[config.mk]
export PLATFORM = sky130hd
export DESIGN_NAME = ffload_seq
export DESIGN_NICKNAME = d
export VERILOG_FILES = /design/src/rtl/ffl_pkg.sv /design/src/rtl/ffl_cursor.sv /design/src/rtl/ffl_judge.sv /design/src/rtl/ffload_seq.sv
export SDC_FILE = /design/constraint.sdc
export NUM_CORES = 1
export LEC_CHECK = 0
export BUFFER_PORTS_ARGS = -buffer_cell sky130_fd_sc_hd__buf_4
export CAP_MARGIN = 20
export CORE_ASPECT_RATIO = 0.75
export CORE_MARGIN = 4
export CORE_UTILIZATION = 50
export DETAILED_ROUTE_END_ITERATION = 7
export GPL_TIMING_DRIVEN = 0
export HOLD_SLACK_MARGIN = 0.12
export PLACE_DENSITY = 0.86
export SLEW_MARGIN = 20
export SYNTH_ARGS = -nofsm -noshare
export SYNTH_HDL_FRONTEND = slang
export SYNTH_SLANG_ARGS = --single-unit
[constraint.sdc]
create_clock -name clk -period 5.9 [get_ports clk]
set_input_delay 1.18 -clock clk [delete_from_list [all_inputs] [get_ports clk]]
set_output_delay 1.18 -clock clk [all_outputs]
set_load 0.05 [all_outputs]
[src/rtl/ffl_pkg.sv]
// Shared types of the fault-only-first load sequencer.
// Assumes: the 2-bit status and cause codes match the port encodings.
package ffl_pkg;

    typedef enum logic [2:0] {
        ST_IDLE  = 3'd0,
        ST_ISSUE = 3'd1,
        ST_WAIT  = 3'd2,
        ST_TRAP  = 3'd3,
        ST_DONE  = 3'd4
    } seq_state_e;

    typedef enum logic [1:0] {
        RS_OK    = 2'd0,
        RS_FAULT = 2'd1,
        RS_MISS  = 2'd2,
        RS_WATCH = 2'd3
    } rsp_status_e;

    typedef enum logic [1:0] {
        CA_NONE  = 2'd0,
        CA_FAULT = 2'd1,
        CA_DEBUG = 2'd2,
        CA_IRQ   = 2'd3
    } trap_cause_e;

    typedef enum logic [1:0] {
        ACT_WRITE    = 2'd0,
        ACT_TRIM     = 2'd1,
        ACT_TRAP_FLT = 2'd2,
        ACT_TRAP_DBG = 2'd3
    } rsp_action_e;

endpackage

[src/rtl/ffl_cursor.sv]
// Element/field cursor. Loads a start element with field 0 and steps
// fields innermost, wrapping into the next element after the last field.
// Assumes: nf_m1 is stable while stepping.
module ffl_cursor #(
    parameter int VL_W = 8,
    parameter int NF_W = 3
) (
    input  logic            clk,
    input  logic            rst_n,
    input  logic            load,
    input  logic [VL_W-1:0] load_elem,
    input  logic            step,
    input  logic [NF_W-1:0] nf_m1,
    output logic [VL_W-1:0] elem,
    output logic [NF_W-1:0] field,
    output logic            seg_end
);
    localparam logic [VL_W-1:0] ELEM_ONE  = VL_W'(1);
    localparam logic [NF_W-1:0] FIELD_ONE = NF_W'(1);

    // Last field of the current segment.
    assign seg_end = (field == nf_m1);

    // Cursor position register.
    always_ff @(posedge clk) begin
        if (!rst_n) begin
            elem  <= '0;
            field <= '0;
        end else if (load) begin
            elem  <= load_elem;
            field <= '0;
        end else if (step) begin
            if (seg_end) begin
                elem  <= elem + ELEM_ONE;
                field <= '0;
            end else begin
                field <= field + FIELD_ONE;
            end
        end
    end
endmodule

[src/rtl/ffl_judge.sv]
// Response classifier: maps a status and element index to an action.
// Element 0 never shortens vl; watchpoints never shorten vl.
// Assumes: purely combinational, used only while a response is valid.
module ffl_judge
    import ffl_pkg::*;
#(
    parameter int VL_W = 8
) (
    input  logic [1:0]      status,
    input  logic [VL_W-1:0] elem,
    input  logic            miss_trim,
    output rsp_action_e     action
);
    logic first_elem;
    assign first_elem = (elem == '0);

    // Decide write, trim or trap for one response.
    always_comb begin
        unique case (rsp_status_e'(status))
            RS_OK:    action = ACT_WRITE;
            RS_FAULT: action = first_elem ? ACT_TRAP_FLT : ACT_TRIM;
            RS_MISS:  action = (miss_trim && !first_elem) ? ACT_TRIM : ACT_WRITE;
            RS_WATCH: action = ACT_TRAP_DBG;
            default:  action = ACT_WRITE;
        endcase
    end
endmodule

[src/rtl/ffload_seq.sv]
// Fault-only-first vector load sequencer (top).
// Issues one request per element field, one outstanding, and applies the
// trim/trap rules to each response. Results are held until next start.
// Assumes: a response arrives only for the outstanding request; start is
// only honoured in the idle state.
module ffload_seq
    import ffl_pkg::*;
#(
    parameter int VL_W = 8,
    parameter int NF_W = 3,
    parameter int AW   = 32,
    parameter int DW   = 32
) (
    input  logic            clk,
    input  logic            rst_n,
    input  logic            start,
    input  logic [VL_W-1:0] cfg_vl,
    input  logic [VL_W-1:0] cfg_vstart,
    input  logic [NF_W-1:0] cfg_nf_m1,
    input  logic            cfg_miss_trim,
    input  logic            cfg_irq_defer,
    input  logic            irq_pending,
    output logic            req_valid,
    input  logic            req_ready,
    output logic [VL_W-1:0] req_elem,
    output logic [NF_W-1:0] req_field,
    input  logic            rsp_valid,
    input  logic [1:0]      rsp_status,
    input  logic [AW-1:0]   rsp_addr,
    input  logic [DW-1:0]   rsp_data,
    output logic            wr_en,
    output logic [VL_W-1:0] wr_elem,
    output logic [NF_W-1:0] wr_field,
    output logic [DW-1:0]   wr_data,
    output logic            done,
    output logic [VL_W-1:0] out_vl,
    output logic [VL_W-1:0] out_vstart,
    output logic            trap_req,
    output logic [1:0]      trap_cause,
    output logic [AW-1:0]   trap_addr
);
    localparam logic [VL_W-1:0] ONE = VL_W'(1);

    seq_state_e      state_q, state_d;
    logic [VL_W-1:0] vl_q;
    logic [NF_W-1:0] nf_q;
    logic            miss_q;
    logic            defer_q;
    logic [VL_W-1:0] elem;
    logic [NF_W-1:0] field;
    logic            seg_end;
    logic            last_elem;
    logic            empty_entry;
    logic            take_rsp;
    logic            irq_take;
    logic            cur_load;
    logic            cur_step;
    rsp_action_e     action;

    assign empty_entry = (cfg_vl == '0) || (cfg_vstart >= cfg_vl);
    assign last_elem   = (elem == vl_q - ONE);
    assign take_rsp    = (state_q == ST_WAIT) && rsp_valid;
    assign irq_take    = irq_pending && !defer_q && seg_end && !last_elem;
    assign cur_load    = (state_q == ST_IDLE) && start;
    assign cur_step    = take_rsp && (action == ACT_WRITE);

    ffl_cursor #(.VL_W(VL_W), .NF_W(NF_W)) u_cursor (
        .clk       (clk),
        .rst_n     (rst_n),
        .load      (cur_load),
        .load_elem (cfg_vstart),
        .step      (cur_step),
        .nf_m1     (nf_q),
        .elem      (elem),
        .field     (field),
        .seg_end   (seg_end)
    );

    ffl_judge #(.VL_W(VL_W)) u_judge (
        .status    (rsp_status),
        .elem      (elem),
        .miss_trim (miss_q),
        .action    (action)
    );

    // Next-state selection.
    always_comb begin
        state_d = state_q;
        unique case (state_q)
            ST_IDLE:  if (start) state_d = empty_entry ? ST_DONE : ST_ISSUE;
            ST_ISSUE: if (req_ready) state_d = ST_WAIT;
            ST_WAIT: begin
                if (rsp_valid) begin
                    unique case (action)
                        ACT_WRITE: begin
                            if (seg_end && last_elem) state_d = ST_DONE;
                            else if (irq_take)        state_d = ST_TRAP;
                            else                      state_d = ST_ISSUE;
                        end
                        ACT_TRIM:     state_d = ST_DONE;
                        ACT_TRAP_FLT: state_d = ST_TRAP;
                        ACT_TRAP_DBG: state_d = ST_TRAP;
                        default:      state_d = ST_DONE;
                    endcase
                end
            end
            ST_TRAP:  state_d = ST_DONE;
            ST_DONE:  state_d = ST_IDLE;
            default:  state_d = ST_IDLE;
        endcase
    end

    // State register.
    always_ff @(posedge clk) begin
        if (!rst_n) state_q <= ST_IDLE;
        else        state_q <= state_d;
    end

    // Per-instruction configuration latched at start.
    always_ff @(posedge clk) begin
        if (!rst_n) begin
            vl_q    <= '0;
            nf_q    <= '0;
            miss_q  <= 1'b0;
            defer_q <= 1'b0;
        end else if (cur_load) begin
            vl_q    <= cfg_vl;
            nf_q    <= cfg_nf_m1;
            miss_q  <= cfg_miss_trim;
            defer_q <= cfg_irq_defer;
        end
    end

    // Result registers: vl, vstart, cause and address, held until next start.
    always_ff @(posedge clk) begin
        if (!rst_n) begin
            out_vl     <= '0;
            out_vstart <= '0;
            trap_cause <= CA_NONE;
            trap_addr  <= '0;
        end else if (cur_load) begin
            out_vl     <= cfg_vl;
            out_vstart <= '0;
            trap_cause <= CA_NONE;
            trap_addr  <= '0;
        end else if (take_rsp) begin
            unique case (action)
                ACT_WRITE: begin
                    if (seg_end && !last_elem && irq_take) begin
                        trap_cause <= CA_IRQ;
                        out_vstart <= elem + ONE;
                    end
                end
                ACT_TRIM: out_vl <= elem;
                ACT_TRAP_FLT: begin
                    trap_cause <= CA_FAULT;
                    out_vstart <= elem;
                    trap_addr  <= rsp_addr;
                end
                ACT_TRAP_DBG: begin
                    trap_cause <= CA_DEBUG;
                    out_vstart <= elem;
                    trap_addr  <= rsp_addr;
                end
                default: out_vl <= out_vl;
            endcase
        end
    end

    // Port decode of the request, write and status pulses.
    assign req_valid = (state_q == ST_ISSUE);
    assign req_elem  = elem;
    assign req_field = field;
    assign wr_en     = cur_step;
    assign wr_elem   = elem;
    assign wr_field  = field;
    assign wr_data   = rsp_data;
    assign done      = (state_q == ST_DONE);
    assign trap_req  = (state_q == ST_TRAP);
endmodule

### Word level (Yosys, flattened, before mapping)

Index checks and enable logic that the tools add are counted.
W data, S select, Z words.

| operators by class | value |
|---|---|
| magnitude comparators | 1 |
| mux-type cells | 22 |
| bitwise logic cells | 1 |
| reduce and logical (&&, ||, !) cells | 33 |
| add/subtract/negate cells | 3 |
| equality and inequality tests | 16 |

Operator list:

| operator | number |
|---|---|
| $mux W8 | 7 |
| $mux W3 | 6 |
| $logic_not A8 Y1 | 2 |
| $pmux W8 S2 | 1 |
| $pmux W3 S4 | 1 |
| $logic_and A1 B1 Y1 | 10 |
| $reduce_bool A2 Y1 | 5 |
| $pmux W3 S3 | 1 |
| $reduce_and A3 Y1 | 3 |
| $add A8 B1 Y8 const B | 1 |
| $eq A2 B2 Y1 const B | 4 |
| $eq A8 B8 Y1 | 1 |
| $ge A8 B8 Y1 | 1 |
| $pmux W2 S4 | 1 |
| $sub A8 B1 Y8 const B | 1 |
| $eq A3 B2 Y1 const B | 2 |
| $mux W2 | 3 |
| $pmux W2 S3 | 1 |
| $reduce_and A2 Y1 | 3 |
| $eq A2 B1 Y1 const B | 2 |
| $logic_not A2 Y1 | 2 |
| $ne A2 B1 Y1 const B | 2 |
| $ne A2 B2 Y1 const B | 2 |
| $reduce_or A2 Y1 | 2 |
| 10 further kinds | 12 |

| storage, ports and cells | value |
|---|---|
| input bits | 93 |
| register bits after elaboration | 77 |
| output and inout port bits | 108 |
| logic and storage cells | 87 |

### Logic depth before layout (Yosys ltp)

Gate-level depths: netlist of the first run.

| logic depth | value |
|---|---|
| depth after elaboration | 10 |
| gate-level depth with buffers | 10 |
| gate-level depth less buffers | 8 |

### Hierarchy

From an unflattened synthesis of the first run, not the netlist that was laid out.

| second synthesis, totals | value |
|---|---|
| cells, all modules | 516 |
| area, all modules | 4286.6 um^2 |

By module, submodules not included:

| module | seq. area each (um^2) | area each (um^2) | cells an instance | times used |
|---|---|---|---|---|
| ffload_seq | 1321.3 | 3608.5 | 431 | 1 |
| ffl_cursor | 220.2 | 626.9 | 78 | 1 |
| ffl_judge | 0.0 | 51.3 | 7 | 1 |

### Worst setup path before layout of the first run

No wires, ideal clock.

| timing | value |
|---|---|
| kind | input-to-output |
| from | input port rsp_valid |
| to | output port wr_en |
| arrival time | 2.670 ns |
| path slack | 2.050 ns |
| buffers on the path | 0 |
| stages | 2 |
| path through | nand4_1 -> nor3_1 |

| between the ends | value |
|---|---|
| longest elaborated chain between the ends | 2 |

Ends and longest elaborated chain:

| what | RTL line | source |
|---|---|---|
| start, declared | ffload_seq.sv:27 | `input logic rsp_valid,` |
| $logic_and A1 B1 Y1 | ffload_seq.sv:62 | `assign take_rsp = (state_q == ST_WAIT) && rsp_valid;` |
| $logic_and A1 B1 Y1 | ffload_seq.sv:65 | `assign cur_step = take_rsp && (action == ACT_WRITE);` |
| end, declared | ffload_seq.sv:31 | `output logic wr_en,` |

No other way between the ends.

### Final worst setup path of the first run

| timing | value |
|---|---|
| from | register u_cursor.elem[0] |
| to | output port wr_en |

| between the ends | value |
|---|---|
| longest elaborated chain between the ends | 7 |
| elaborated cells between the ends (all ways) | 8 |
| classes of those cells | 3 x mux; 5 x reduce/logical |

Ends and longest elaborated chain:

| what | RTL line | source |
|---|---|---|
| start, declared | ffl_cursor.sv:14 | `output logic [VL_W-1:0] elem,` |
| start signal, assigned | ffl_cursor.sv:30 | `elem <= load_elem;` |
| start signal, assigned | ffl_cursor.sv:34 | `elem <= elem + ELEM_ONE;` |
| $logic_not A8 Y1 * | ffl_judge.sv:15 | `assign first_elem = (elem == '0);` |
| $logic_not A1 Y1 | ffl_judge.sv:22 | `RS_MISS: action = (miss_trim && !first_elem) ? ACT_TRIM : ACT_WRITE;` |
| $logic_and A1 B1 Y1 | ffl_judge.sv:22 |  |
| $mux W1 | ffl_judge.sv:22 |  |
| $pmux W2 S4 * | ffl_judge.sv:19 | `unique case (rsp_status_e'(status))` |
| $logic_not A2 Y1 * | ffload_seq.sv:65 |  |
| $logic_and A1 B1 Y1 * | ffload_seq.sv:65 |  |

Mark *: on every way between the ends. The rest lies on a longest branch, timed or not.

==> results of run 1 <==
## critical path, stage by stage (launching register included)
cell and delay, ps:
dfxtp_1 440, inv_1 150, ha_1 160, nor4b_4 330
a21oi_2 140, nor3_1 640, buf_4 330
## path summary, 6_finish.rpt
path / from / to / slack (ps) / cells after the start
max: u_cursor.elem[0] / wr_en / 2160 / 6
min: trap_cause[1] / trap_cause[1] / 460 / 2
max reg2reg: u_cursor.elem[0] / trap_addr[20] / 3200 / 9
min reg2reg: trap_cause[1] / trap_cause[1] / 460 / 2
## power groups by stage
stage | combinational (mW) | sequential [mW] | clock (mW)
after global routing | 1.03 | 0.653 | 0.403
after global placement | 0.925 | 0.650 | 0
final | 0.961 | 0.644 | 0.372
after CTS | 0.955 | 0.642 | 0.381
after floorplan | 0.573 | 0.761 | 0
after detailed placement | 0.952 | 0.654 | 0
## cells by family (layout without fill, tap and decap cells)
| kind of cell | after synthesis | after routing | share of synthesized area |
|---|---|---|---|
| adders and majority gates | 12 | 12 | 0.0357 |
| DFF | 77 | 77 | 0.366 |
| and+or+nand+nor | 202 | 202 | 0.221 |
| AOI/OAI and AO/OA | 100 | 100 | 0.147 |
| buffers and inverters | 92 | 276 | 0.125 |
| xor gates and xnor gates | 29 | 29 | 0.0604 |
| muxes | 18 | 18 | 0.0446 |
## flip-flops by register name, summed over array words and instances (netlist names)
name            flops
u_cursor.field      3
nf_q                3
u_cursor.elem       8
trap_cause          2
out_vl              8
out_vstart          8
trap_addr          32
miss_q              1
vl_q                8
state_q             3
defer_q             1
## per-stage QoR
step	total power [mW]	setup WS, ps	cells
final	1.98	2160	819
after global routing	2.08	2030	819
after CTS	1.98	2170	819
after detailed placement	1.61	2250	803
after global placement	1.57	2270	803
after floorplan	1.33	2050	530
## cells in the final DEF (no fill, tap or decap), types with 9 or more instances in the layout
master | synthesis | routed
buf_4 | 43 | 211
buf_2 | 10 | 10
mux2i_1 | 12 | 12
xnor2_1 | 20 | 20
clkbuf_8 | 0 | 9
nor3_1 | 11 | 11
nand2_1 | 124 | 124
a211oi_1 | 12 | 12
nor2_1 | 26 | 26
a21oi_1 | 54 | 54
clkbuf_1 | 18 | 18
ha_1 | 12 | 12
inv_1 | 17 | 17
dfxtp_1 | 77 | 77
xor2_1 | 9 | 9
## per-layer routing
layer  vias to the layer above  share of wire  routed length (microns)
li1                       2094              -                        -
met2                       153           0.50                     6230
met5                         -              0                        0
met4                         0          0.012                      156
met1                      1990           0.41                     5130
met3                        16          0.081                     1020
## layout make-up
type	count	area (sq um)	area share
inverters	18	67.6	0.0117
plain buffers	74	459	0.0794
clock buffers	9	124	0.0214
clock inverters	7	57.6	0.00995
multi-input cells	361	2140	0.370
flip-flops and latches	77	1540	0.267
well taps	105	131	0.0227
repair buffers	168	1260	0.218
==> metrics.md, run 1 <==
| Metric | Value |
|---|---|
| Status | `finished clean` |
| Vias per cell | `5.19` |
| Buffers on Ports | `168` |
| Clock-pin slew on the worst setup and hold paths | `90 ps` |
| I/O pin count | `201` |
| Internal | `1.08 mW` |
| Die Span Y | `87.4 microns` |
| Crit path DAT | `2560 ps` |
| Worst-path fanout max | `8` |
| Grt peak-use layer | `met2` |
| Post-synthesis sequential area ratio | `0.366` |
| Pin count of the biggest net entering global routing | `16` |
| Setup TNS | `0 ps` |
| Synth Register Bits | `77` |
| Comb power frac | `0.486` |
| Cts bufs inserted | `9` |
| Final Hold Viols | `0` |
| Tightest Hold Check Type | `flip-flop to flip-flop` |
| CTS Buffer Depth | `2` |
| Syn Area/Cell | `7.94 sq um` |
| Sw Pwr | `0.901 mW` |
| Post-Synthesis Net Count | `635` |
| CTS sink cnt | `77` |
| Core ar. | `8020 sq um` |
| Min Hold Slack | `456 ps` |
| Most frequent cell after synthesis | `nand2_1` |
| Critical path data required time | `4720 ps` |
| Leakage | `2.67 nW` |
| Post-CTS Hold Fix Bufs | `0` |
| Achievable frequency | `268 MHz` |
| Worst skew pair latency | `370 ps` |
| Initial antenna violation count | `0` |
| Post-DP Area | `5600 sq um` |
| Drt total wl | `12500 microns` |
| Clock power share | `0.188` |
| Met2 usage | `0.420` |
| Post-synth cell types | `57` |
| Die W | `114 microns` |
| Flop pwr share | `0.326` |
| # diodes | `0` |
| PD cells | `342 nW/um^2` |
| Crit end category | `output pin` |
| CTS tree | `built` |
| Max-slew violations | `0` |
| Initial core utilization | `0.524` |
| Area grow syn2layout | `37.4%` |
| Sw Ratio | `0.456` |
| Post-DRT Antenna Nets | `0` |
| Syn Inst Count | `530` |
| Worst Skew | `9.15 ps` |
| Final Wtd Congestion | `0.900` |
| Total gr overflow | `0` |
| Ys async rst share | `0` |
| Drt drc | `0` |
| Startpoint Class | `flip-flop` |
| Worst relative slew slack | `0.451` |
| Yosys warns | `0` |
| Nets | `814` |
| Ys flop type | `dfxtp_1` |
| Largest area contributor in the netlist | `dfxtp_1` |
| Worst-Margin Slew | `821 ps` |
| WL per Instance | `15.3 microns` |
| Global Route met3 Usage | `0.0604` |
| Final Cell Area | `5780 sq um` |
| Synth Cell Area | `4210 sq um` |
| Rows | `28` |
| Die area | `9960 sq um` |
| H-tree Lvls | `3` |
| First-pass GRT wire length | `19900 microns` |
| Max cap viols | `0` |
| Fill count | `670` |
| Layout cells sized above 1 | `0.346` |
| RSZ-0062 raised after global routing | `no` |
| Via count | `4253` |
| CTS root buffer | `clkbuf_8` |
| Most instantiated cells after synthesis | `nand2_1, dfxtp_1, a21oi_1, buf_4, nor2_1` |
| Tot GR Track Use | `0.249` |
| Post_cts resized | `0` |
| GR Util met1 | `0.313` |
| Max IR drop VDD | `0.000219 V` |
| Iteration-0 DRC Markers | `235` |
| Vias in the first global route | `4183` |
| Share of the synthesized area in the top cell type | `0.366` |
| TritonRoute pass-1 iters | `4` |
| Dpl hpwl | `10100 microns` |
| Area contributors post-synth | `dfxtp_1, nand2_1, buf_4, a21oi_1, xnor2_1` |
| Final setup viols | `0` |
| Postcts setup bufs | `0` |
| EDFF count, synth | `0` |
| Final core utilization | `0.721` |
| Min Clock Period, post-route | `3740 ps` |
| Critical path class | `flip-flop to output pin` |
| Final worst path period share | `0.633` |
(Power assumes the default switching activity.)
==> run 2: changes to the inputs <==
CORE_UTILIZATION = 47   (was 50)
PLACE_DENSITY = 0.82   (was 0.86)
clock period = 3.6 ns   (was 5.9 ns; I/O delays follow)
==> metrics.md, run 2 (same netlist as run 1, synthesis figures left out) <==
| Metric | Value |
|---|---|
| # diodes | `0` |
| Die W | `117 microns` |
| Leakage | `2.73 nW` |
| Area grow syn2layout | `40.3%` |
| Post-DP Area | `5600 sq um` |
| PD cells | `597 nW/um^2` |
| Die area | `10500 sq um` |
| Setup TNS | `0 ps` |
| Top cell family by delay on the critical path | `simple AND/OR/NAND/NOR gates` |
| Dpl hpwl | `9770 microns` |
| Worst path bufs/invs | `2` |
| Cell chain of the critical path | `inv_1 -> ha_1 -> nor4b_4 -> a21oi_2 -> nor3_1 -> buf_4` |
| Buffers on Ports | `168` |
| Initial core utilization | `0.489` |
| Tot GR Track Use | `0.233` |
| Min Clock Period, post-route | `3180 ps` |
| Post-DRT Antenna Nets | `0` |
| Max cap viols | `0` |
| Core ar. | `8600 sq um` |
| Max IR drop VDD | `0.000322 V` |
| Crit path DAT | `2460 ps` |
| Drt drc | `0` |
| Rows | `29` |
| Via count | `4239` |
| Vias per cell | `5.16` |
| Post-CTS Hold Fix Bufs | `0` |
| CP max stage delay | `590 ps` |
| Crit-path slowest cell | `nor3_1` |
| TritonRoute pass-1 iters | `4` |
| H-tree Lvls | `3` |
| Layout cells sized above 1 | `0.346` |
| RSZ-0062 raised after global routing | `no` |
| Commonest non-fill, non-tap cell in the layout | `buf_4` |
| First-pass GRT wire length | `19900 microns` |
| Worst skew pair latency | `340 ps` |
| Total gr overflow | `0` |
| CTS root buffer | `clkbuf_16` |
| I/O pin count | `201` |
| CTS tree | `built` |
| Crit end category | `output pin` |
| Critical path data required time | `2880 ps` |
| Final setup viols | `0` |
| Status | `finished clean` |
| WL per Instance | `14.9 microns` |
| Achievable frequency | `314 MHz` |
| Startpoint Class | `flip-flop` |
| Worst-Margin Slew | `879 ps` |
| Worst Skew | `9.14 ps` |
| Postcts setup bufs | `0` |
| Clock-pin slew on the worst setup and hold paths | `60 ps` |
| Tightest Hold Check Type | `flip-flop to flip-flop` |
| Pin count of the biggest net entering global routing | `15` |
| Max-slew violations | `0` |
| Cts bufs inserted | `9` |
| Iteration-0 DRC Markers | `232` |
| CTS sink cnt | `77` |
| Final worst path period share | `0.884` |
| Worst-path fanout max | `8` |
| CTS Buffer Depth | `2` |
| Worst relative slew slack | `0.412` |
| Initial antenna violation count | `0` |
| Final Hold Viols | `0` |
| Critical path class | `flip-flop to output pin` |
| Commonest cells after routing, fill and taps aside | `buf_4, nand2_1, dfxtp_1` |
| Drt total wl | `12300 microns` |
| Post_cts resized | `0` |
| Nets | `814` |
| Biggest register | `trap_addr` |
| Fill count | `702` |
| Final Wtd Congestion | `0.902` |
| Max reg flops | `32` |
| Final Cell Area | `5900 sq um` |
| Die Span Y | `89.9 microns` |
| Vias in the first global route | `4163` |
[run 2: cell types whose count changed in the layout (fill, tap and decap cells not counted), sizes merged]
cell	previous run	this run
clkinv	1	4
clkinvlp	3	1
inv	21	19
bufinv	0	1
[run 2: area by class of cell]
cell class	instances	area (sq um)	area share
Sequential cell	77	1540	0.261
Inverter	18	67.6	0.0114
Tap cell	108	135	0.0229
Buffer	74	459	0.0778
Multi-Input combinational cell	361	2140	0.362
Clock buffer	9	225	0.0382
Timing Repair Buffer	168	1260	0.214
Clock inverter	7	73.8	0.0125
[run 2: path summary, 6_finish.rpt]
kind / depth (start not counted) / end / startpoint / slack, ps
max: 6 / wr_en / u_cursor.elem[0] / 420
max reg2reg: 9 / trap_addr[18] / u_cursor.elem[0] / 890
min: 2 / trap_cause[1] / trap_cause[1] / 450
min reg2reg: 2 / trap_cause[1] / trap_cause[1] / 450
[run 2: worst min-delay path: cells and delay by family, from the launching register on]
kind                   cells  cell delay, ps
buffers and inverters      1              50
DFF                        1             310
AOI/OAI and AO/OA          1              50
[run 2: layer usage]
metal,vias up,track usage,part of all wire
met5,-,0,0
met4,0,0.0640,0.019
met3,23,0.0685,0.086
met2,168,0.378,0.48
met1,1955,0.298,0.42
li1,2093,-,-
[run 2: report_power, final]
group	total, mW	leakage (nW)	switching (mW)	internal, mW
logic	1.57	1.96	1.01	0.556
registers	1.06	0.626	0.105	0.952
clock network	0.895	0.146	0.357	0.538
total	3.52	2.73	1.48	2.05
[run 2: metrics by stage]
step / power (mW) / hold slack [ps] / setup WS, ps / utilization / std cells
floorplan: 2.19 / 432 / 339 / - / 530
global placement: 2.59 / 438 / 838 / 0.652 / 806
detailed placement: 2.63 / 443 / 791 / 0.652 / 806
CTS: 3.54 / 452 / 418 / 0.686 / 822
global route: 3.71 / 473 / 255 / 0.686 / 822
finish: 3.52 / 448 / 418 / 0.686 / 822
